<file path="src/rtl/i2cr_pkg.sv">
package i2cr_pkg;

    localparam int ADDR_W = 16;
    localparam int DATA_W = 16;
    localparam logic [DATA_W-1:0] CFG_INIT = 16'h0001;

    typedef enum logic [2:0] {
        ST_IDLE,
        ST_DEV,
        ST_RX,
        ST_ACK,
        ST_TX,
        ST_TACK
    } xfer_st_t;

    typedef enum logic [1:0] {
        BY_PTR_HI,
        BY_PTR_LO,
        BY_DAT_HI,
        BY_DAT_LO
    } wbyte_t;

    typedef struct packed {
        logic start;
        logic stop;
        logic scl_rise;
        logic scl_fall;
        logic sda;
    } line_ev_t;

    function automatic logic [ADDR_W-1:0] step_ptr(input logic [ADDR_W-1:0] p, input logic inc);
        return inc ? p + ADDR_W'(1) : p;
    endfunction

endpackage

</file>
<file path="src/rtl/i2cr_line_mon.sv">
module i2cr_line_mon
    import i2cr_pkg::*;
#(
    parameter int SYNC_STAGES = 2
) (
    input  logic     clk,
    input  logic     rst,
    input  logic     scl_i,
    input  logic     sda_i,
    output line_ev_t ev
);
    logic [SYNC_STAGES-1:0] scl_s, sda_s;
    logic scl_q, sda_q, scl_n, sda_n;

    generate
        if (SYNC_STAGES == 1) begin : g_one
            always_ff @(posedge clk) begin
                if (rst) begin
                    scl_s <= '1;
                    sda_s <= '1;
                end else begin
                    scl_s <= scl_i;
                    sda_s <= sda_i;
                end
            end
        end else begin : g_chain
            always_ff @(posedge clk) begin
                if (rst) begin
                    scl_s <= '1;
                    sda_s <= '1;
                end else begin
                    scl_s <= {scl_s[SYNC_STAGES-2:0], scl_i};
                    sda_s <= {sda_s[SYNC_STAGES-2:0], sda_i};
                end
            end
        end
    endgenerate

    assign scl_n = scl_s[SYNC_STAGES-1];
    assign sda_n = sda_s[SYNC_STAGES-1];

    always_ff @(posedge clk) begin
        if (rst) begin
            scl_q <= 1'b1;
            sda_q <= 1'b1;
        end else begin
            scl_q <= scl_n;
            sda_q <= sda_n;
        end
    end

    always_comb begin
        ev.scl_rise = scl_n & ~scl_q;
        ev.scl_fall = ~scl_n & scl_q;
        ev.start    = scl_n & scl_q & sda_q & ~sda_n;
        ev.stop     = scl_n & scl_q & ~sda_q & sda_n;
        ev.sda      = sda_n;
    end
endmodule

</file>
<file path="src/rtl/i2cr_regfile.sv">
module i2cr_regfile
    import i2cr_pkg::*;
#(
    parameter int DEPTH = 8
) (
    input  logic              clk,
    input  logic              rst,
    input  logic              we,
    input  logic [ADDR_W-1:0] waddr,
    input  logic [DATA_W-1:0] wdata,
    input  logic [ADDR_W-1:0] raddr,
    output logic [DATA_W-1:0] rdata,
    output logic              auto_inc
);
    localparam int IW = (DEPTH > 1) ? $clog2(DEPTH) : 1;
    localparam logic [ADDR_W-1:0] LAST = ADDR_W'(DEPTH - 1);

    logic [DATA_W-1:0] regs [DEPTH];
    logic w_in, r_in;

    assign w_in = (waddr <= LAST);
    assign r_in = (raddr <= LAST);

    always_ff @(posedge clk) begin
        if (rst) begin
            for (int i = 0; i < DEPTH; i++)
                regs[i] <= (i == 0) ? CFG_INIT : '0;
        end else if (we && w_in) begin
            regs[waddr[IW-1:0]] <= wdata;
        end
    end

    assign rdata    = r_in ? regs[raddr[IW-1:0]] : '0;
    assign auto_inc = regs[0][0];
endmodule

</file>
<file path="src/rtl/i2cr_xfer_fsm.sv">
module i2cr_xfer_fsm
    import i2cr_pkg::*;
#(
    parameter logic [6:0] DEV_ADDR = 7'h1A
) (
    input  logic              clk,
    input  logic              rst,
    input  logic              enable,
    input  line_ev_t          ev,
    input  logic              auto_inc,
    input  logic [DATA_W-1:0] rd_data,
    output logic [ADDR_W-1:0] rd_addr,
    output logic              we,
    output logic [ADDR_W-1:0] waddr,
    output logic [DATA_W-1:0] wdata,
    output logic              sda_pull
);
    xfer_st_t          st;
    wbyte_t            bidx;
    logic [3:0]        cnt;
    logic [7:0]        sh;
    logic [7:0]        hold;
    logic [7:0]        word_lo;
    logic              rw, tx_lo, mack, pull;
    logic [ADDR_W-1:0] ptr, ptr_nx;
    logic              byte_done;

    assign ptr_nx    = step_ptr(ptr, auto_inc);
    assign byte_done = ev.scl_fall && (cnt == 4'd8);
    assign rd_addr   = (st == ST_TACK && tx_lo) ? ptr_nx : ptr;
    assign we        = enable && !ev.start && !ev.stop && st == ST_RX
                       && byte_done && bidx == BY_DAT_LO;
    assign waddr     = ptr;
    assign wdata     = {hold, sh};
    assign sda_pull  = pull;

    always_ff @(posedge clk) begin
        if (rst) begin
            st      <= ST_IDLE;
            bidx    <= BY_PTR_HI;
            cnt     <= '0;
            sh      <= '0;
            hold    <= '0;
            word_lo <= '0;
            rw      <= 1'b0;
            tx_lo   <= 1'b0;
            mack    <= 1'b0;
            pull    <= 1'b0;
            ptr     <= '0;
        end else if (!enable) begin
            st   <= ST_IDLE;
            pull <= 1'b0;
        end else if (ev.start) begin
            st   <= ST_DEV;
            cnt  <= '0;
            bidx <= BY_PTR_HI;
            pull <= 1'b0;
        end else if (ev.stop) begin
            st   <= ST_IDLE;
            pull <= 1'b0;
        end else begin
            unique case (st)
                ST_IDLE: ;
                ST_DEV, ST_RX: begin
                    if (ev.scl_rise && cnt < 4'd8) begin
                        sh  <= {sh[6:0], ev.sda};
                        cnt <= cnt + 4'd1;
                    end else if (byte_done) begin
                        if (st == ST_DEV) begin
                            if (sh[7:1] == DEV_ADDR) begin
                                pull <= 1'b1;
                                rw   <= sh[0];
                                st   <= ST_ACK;
                            end else begin
                                st <= ST_IDLE;
                            end
                        end else begin
                            pull <= 1'b1;
                            rw   <= 1'b0;
                            st   <= ST_ACK;
                            unique case (bidx)
                                BY_PTR_HI: begin
                                    hold <= sh;
                                    bidx <= BY_PTR_LO;
                                end
                                BY_PTR_LO: begin
                                    ptr  <= {hold, sh};
                                    bidx <= BY_DAT_HI;
                                end
                                BY_DAT_HI: begin
                                    hold <= sh;
                                    bidx <= BY_DAT_LO;
                                end
                                BY_DAT_LO: begin
                                    ptr  <= ptr_nx;
                                    bidx <= BY_DAT_HI;
                                end
                            endcase
                        end
                    end
                end
                ST_ACK: begin
                    if (ev.scl_fall) begin
                        cnt <= '0;
                        if (rw) begin
                            sh      <= rd_data[15:8];
                            word_lo <= rd_data[7:0];
                            pull    <= ~rd_data[15];
                            tx_lo   <= 1'b0;
                            st      <= ST_TX;
                        end else begin
                            pull <= 1'b0;
                            st   <= ST_RX;
                        end
                    end
                end
                ST_TX: begin
                    if (ev.scl_fall) begin
                        if (cnt == 4'd7) begin
                            pull <= 1'b0;
                            cnt  <= '0;
                            st   <= ST_TACK;
                        end else begin
                            sh   <= {sh[6:0], 1'b0};
                            pull <= ~sh[6];
                            cnt  <= cnt + 4'd1;
                        end
                    end
                end
                ST_TACK: begin
                    if (ev.scl_rise) begin
                        mack <= ~ev.sda;
                    end else if (ev.scl_fall) begin
                        if (tx_lo)
                            ptr <= ptr_nx;
                        if (mack) begin
                            cnt <= '0;
                            st  <= ST_TX;
                            if (tx_lo) begin
                                sh      <= rd_data[15:8];
                                word_lo <= rd_data[7:0];
                                pull    <= ~rd_data[15];
                                tx_lo   <= 1'b0;
                            end else begin
                                sh    <= word_lo;
                                pull  <= ~word_lo[7];
                                tx_lo <= 1'b1;
                            end
                        end else begin
                            st <= ST_IDLE;
                        end
                    end
                end
                default: st <= ST_IDLE;
            endcase
        end
    end
endmodule

</file>
<file path="src/rtl/i2cr_slave.sv">
module i2cr_slave
    import i2cr_pkg::*;
#(
    parameter logic [6:0] DEV_ADDR    = 7'h1A,
    parameter int         DEPTH       = 8,
    parameter int         SYNC_STAGES = 2
) (
    input  logic clk,
    input  logic rst,
    input  logic alt_iface,
    input  logic scl_i,
    input  logic sda_i,
    output logic sda_pull
);
    line_ev_t          ev;
    logic              auto_inc;
    logic              wr_en;
    logic [ADDR_W-1:0] wr_addr, rd_addr;
    logic [DATA_W-1:0] wr_data, rd_data;

    i2cr_line_mon #(.SYNC_STAGES(SYNC_STAGES)) u_mon (
        .clk   (clk),
        .rst   (rst),
        .scl_i (scl_i),
        .sda_i (sda_i),
        .ev    (ev)
    );

    i2cr_xfer_fsm #(.DEV_ADDR(DEV_ADDR)) u_fsm (
        .clk      (clk),
        .rst      (rst),
        .enable   (~alt_iface),
        .ev       (ev),
        .auto_inc (auto_inc),
        .rd_data  (rd_data),
        .rd_addr  (rd_addr),
        .we       (wr_en),
        .waddr    (wr_addr),
        .wdata    (wr_data),
        .sda_pull (sda_pull)
    );

    i2cr_regfile #(.DEPTH(DEPTH)) u_regs (
        .clk      (clk),
        .rst      (rst),
        .we       (wr_en),
        .waddr    (wr_addr),
        .wdata    (wr_data),
        .raddr    (rd_addr),
        .rdata    (rd_data),
        .auto_inc (auto_inc)
    );
endmodule

</file>
<file path="config.mk">
export PLATFORM = sky130hd
export DESIGN_NAME = i2cr_slave
export DESIGN_NICKNAME = d
export VERILOG_FILES = /design/src/rtl/i2cr_pkg.sv /design/src/rtl/i2cr_line_mon.sv /design/src/rtl/i2cr_regfile.sv /design/src/rtl/i2cr_xfer_fsm.sv /design/src/rtl/i2cr_slave.sv
export SDC_FILE = /design/constraint.sdc
export NUM_CORES = 1
export LEC_CHECK = 0
export BUFFER_PORTS_ARGS = -buffer_cell sky130_fd_sc_hd__buf_2
export CAP_MARGIN = 40
export CORE_MARGIN = 2
export CORE_UTILIZATION = 55
export DETAILED_ROUTE_END_ITERATION = 10
export PLACE_DENSITY = 0.73
export SLEW_MARGIN = 10
export SYNTH_ARGS = -nofsm -noshare
export SYNTH_HDL_FRONTEND = slang
export SYNTH_SLANG_ARGS = --single-unit
</file>
<file path="constraint.sdc">
create_clock -name clk -period 2.36 [get_ports clk]
set_clock_uncertainty 0.15 [all_clocks]
set_input_delay 0.236 -clock clk [delete_from_list [all_inputs] [get_ports clk]]
set_output_delay 0.236 -clock clk [all_outputs]
set_load 0.05 [all_outputs]
</file>
==> results.ini <==
[power]
seq_power_share = 0.521
intPower_mw = 5.404
clockPowerShare = 0.431
p_leak_nw = 5.028
comb_power_share = 0.048
switching_share = 0.2303
power_switching_mw = 1.617
ir_worst_vdd_mv = 0.5722
power.density_mw_per_mm2 = 525.5

[routing]
wl_per_cell_microns = 26.54
drt.antenna.violating_nets = 0
viasPerCell = 6.873
via_count = 8846
initialDrtViolationCount = 1209
drt-pass1-iter-count = 9
drcViolationCount = 0
drt-total-wl_microns = 34160

[worst_setup_path]
r2r_end = u_fsm.word_lo[2]
required_ns = 2.54
cp_slowest_cell = edfxtp_1
reg2reg_depth = 9
crit_path_end_kind = register
rrSetupSlack_ns = -0.37
critical_path.top_delay_family = simple AND/OR/NAND/NOR gates
worst-path-buf-inv = 2
startpoint = u_regs.regs[0][0]
arrival_ns = 2.91
setup.worst_path.class = register to register
crit_fanout = 8
r2r-start = u_regs.regs[0][0]
path_cells = nand4_1 > buf_4 > or4_1 > nand4_1 > nor4_2 > buf_4 > a21oi_4 > or3_4 > o21ai_1
cp_num_cells = 9
slowest_delay_ns = 0.48
cp-start-kind = register
endpoint = u_fsm.word_lo[2]

[run_status]
status = complete, but fails checks
violations = setup timing

[sta]
rsz0062_at_grt = true
slew_violations = 0
setup_tns_ns = -33.21
fin_hold_ws_ns = 0.1060
final_hold_viol_count = 0
finalSetupViolCount = 196
worst_pin_slew_ns = 0.8004
timing.final.ws_setup_ns = -0.3710
period_share = 1.157
clock.fmax_mhz = 366.2
maxSlewHeadroom = 0.4658
finalCriticalPeriod_ns = 2.731

[global_route]
grt_pass1_vias = 8032
grt_max_degree = 59
use_met2 = 0.5567
grt-busiest-layer = met2
grt_pass1_wl_microns = 46220
antenna_found_initial = 0
grt_use_met3 = 0.06488
grt_overflow = 0
grt_util_met1 = 0.4399
track_usage = 0.3355

[clock_network]
tritoncts = done
cts.sinks = 187
clockBufferDepth = 2
clock_latency_ns = 0.44
root_buffer = clkbuf_16
cts.clk_slew.worst_paths_ns = 0.08
cts_buffers = 17
h-tree-depth = 4

[layout]
syn2layout_area_growth_pct = 38.91
finish.utilization = 0.7778
antenna_cells = 0
nNetsFinal = 1057
final_cell_mix = buf_4, edfxtp_1, and2_1
final_common_cell = buf_4
num-fill-cells = 992
drive_above_1_share = 0.4200

[floorplan]
coreArea_sq_mm = 0.01718
dieArea_sq_mm = 0.01856
start_util = 0.5600
ios = 6
die_h_microns = 136.2
die_w_microns = 136.2
row_count = 48

[place]
place_ws_ns = -0.5266
port_buffers = 5
gpl.final_weighted_congestion = 0.9430
dp_hpwl_microns = 19430

[synthesis]
syn_avg_cell_area_sq_um = 10.83
synth_area_sq_mm = 0.009618
synth_async_sr_flop_share = 0
synthesis.nets = 896
yosys_warnings = 0
synth-seq-cells = 187
synthCells = 888
synth-edff-count = 128
ys_types = 75
synth-main-ff-cell = edfxtp_1
ys_seq_area_frac = 0.5224

[min_path]
worstHoldPathType = input port to register

[run]
drv_cap = 0

==> sequential cells by signal, indices dropped and copies added (netlist names), 2 cells and up <==
| register | cells |
|---|---|
| u_fsm.bidx | 2 |
| u_fsm.cnt | 4 |
| u_fsm.hold | 8 |
| u_fsm.sh | 8 |
| u_fsm.st | 3 |
| u_fsm.waddr | 16 |
| u_fsm.word_lo | 8 |
| u_mon.scl_s | 2 |
| u_mon.sda_s | 2 |
| u_regs.regs | 128 |
==> repair_timing <==
| action | CTS | global route |
|---|---|---|
| pin swaps | 33 | 57 |
| endpoints found under the hold margin | 2 | 0 |
| buffers inserted | 31 | 18 |
| setup endpoints to repair | 268 | 293 |
| hold buffers | 2 | 0 |
| gates resized for setup | 87 | 153 |
| cloned | 3 | 9 |
==> layout make-up <==
class / count / area, sq um / share of cell area
multi-input combinational: 609 / 5206 / 0.3897
sequential: 187 / 5050 / 0.3780
timing repair buffer: 211 / 2118 / 0.1586
clock buffer: 18 / 439.2 / 0.03287
tap: 225 / 281.5 / 0.02107
clock inverter: 14 / 177.7 / 0.01330
inverter: 23 / 87.58 / 0.006556
==> power by group through the flow <==
stage / logic, mW / registers [mW] / clock network, mW
6_report: 0.340 / 3.66 / 3.02
5_1_grt: 0.348 / 3.66 / 3.17
4_1_cts: 0.314 / 3.65 / 3.01
2_1_floorplan: 0.136 / 3.70 / 0
3_3_place_gp: 0.223 / 3.71 / 0
3_5_place_dp: 0.231 / 3.72 / 0
==> cells in the mapped netlist (all sizes together), types with 3 or more instances <==
cell type	number	share of area
edfxtp	128	0.40
and2	72	0.047
nor3	64	0.034
dfxtp	59	0.12
nand2	57	0.024
nor2	56	0.023
o21ai	46	0.025
clkbuf	39	0.015
a21oi	37	0.019
buf	30	0.019
nor4	25	0.017
mux4	23	0.054
mux2i	22	0.023
o221ai	18	0.016
inv	16	0.0062
nand3	16	0.0083
o32a	16	0.017
or2	15	0.0098
nand4	13	0.0085
or3	12	0.0083
a211oi	11	0.0086
clkinv	7	0.0027
a221oi	6	0.0061
a22o	6	0.0055
nand2b	6	0.0039
nor2b	6	0.0039
o22ai	6	0.0039
xor2	5	0.0046
a211o	4	0.0036
a31oi	4	0.0026
and3	4	0.0026
nor3b	4	0.0031
o21a	4	0.0031
o32ai	4	0.0036
a21o	3	0.0023
a22oi	3	0.0023
ha	3	0.0039
nand3b	3	0.0027
or4	3	0.0023
==> worst min-delay path by stage <==
stage | start | endpoint | slack, ns | cells after the start
global placement | u_mon.scl_s[0] | u_mon.scl_s[1] | 0.25 | 1
detailed placement | u_mon.scl_s[0] | u_mon.scl_s[1] | 0.25 | 1
CTS | alt_iface | u_fsm.st[0] | 0.11 | 4
finish | alt_iface | u_fsm.st[0] | 0.11 | 4
global route | alt_iface | u_fsm.st[0] | 0.10 | 4
floorplan | alt_iface | u_fsm.st[0] | 0.18 | 1
==> layer usage <==
metal	vias up	wire [microns]
met4	0	1571
met3	168	3764
met2	679	16540
met5	-	0
li1	3722	-
met1	4277	12280
==> cells by family after synthesis <==
family / share of synthesized area
and+or+nand+nor: 0.2076
AOI/OAI and AO/OA: 0.1382
buffers and inverters: 0.04332
adders and majority gates: 0.003903
xor gates and xnor gates: 0.005464
muxes: 0.07909
DFF: 0.5224
==> worst register-to-register path: stages (launching register included) <==
cell,delay [ns]
edfxtp_1,0.48
nand4_1,0.26
buf_4,0.22
or4_1,0.47
nand4_1,0.12
nor4_2,0.06
buf_4,0.16
a21oi_4,0.30
or3_4,0.30
o21ai_1,0.10
==> stage by stage <==
stage | area, sq um | cells | power [mW]
after floorplan | 9761 | 888 | 3.832
after global placement | 11010 | 1204 | 3.935
after detailed placement | 11010 | 1204 | 3.953
after CTS | 12480 | 1272 | 6.970
after global routing | 13360 | 1287 | 7.179
final | 13360 | 1287 | 7.020
No activity file was read; power rests on OpenSTA's default activity.
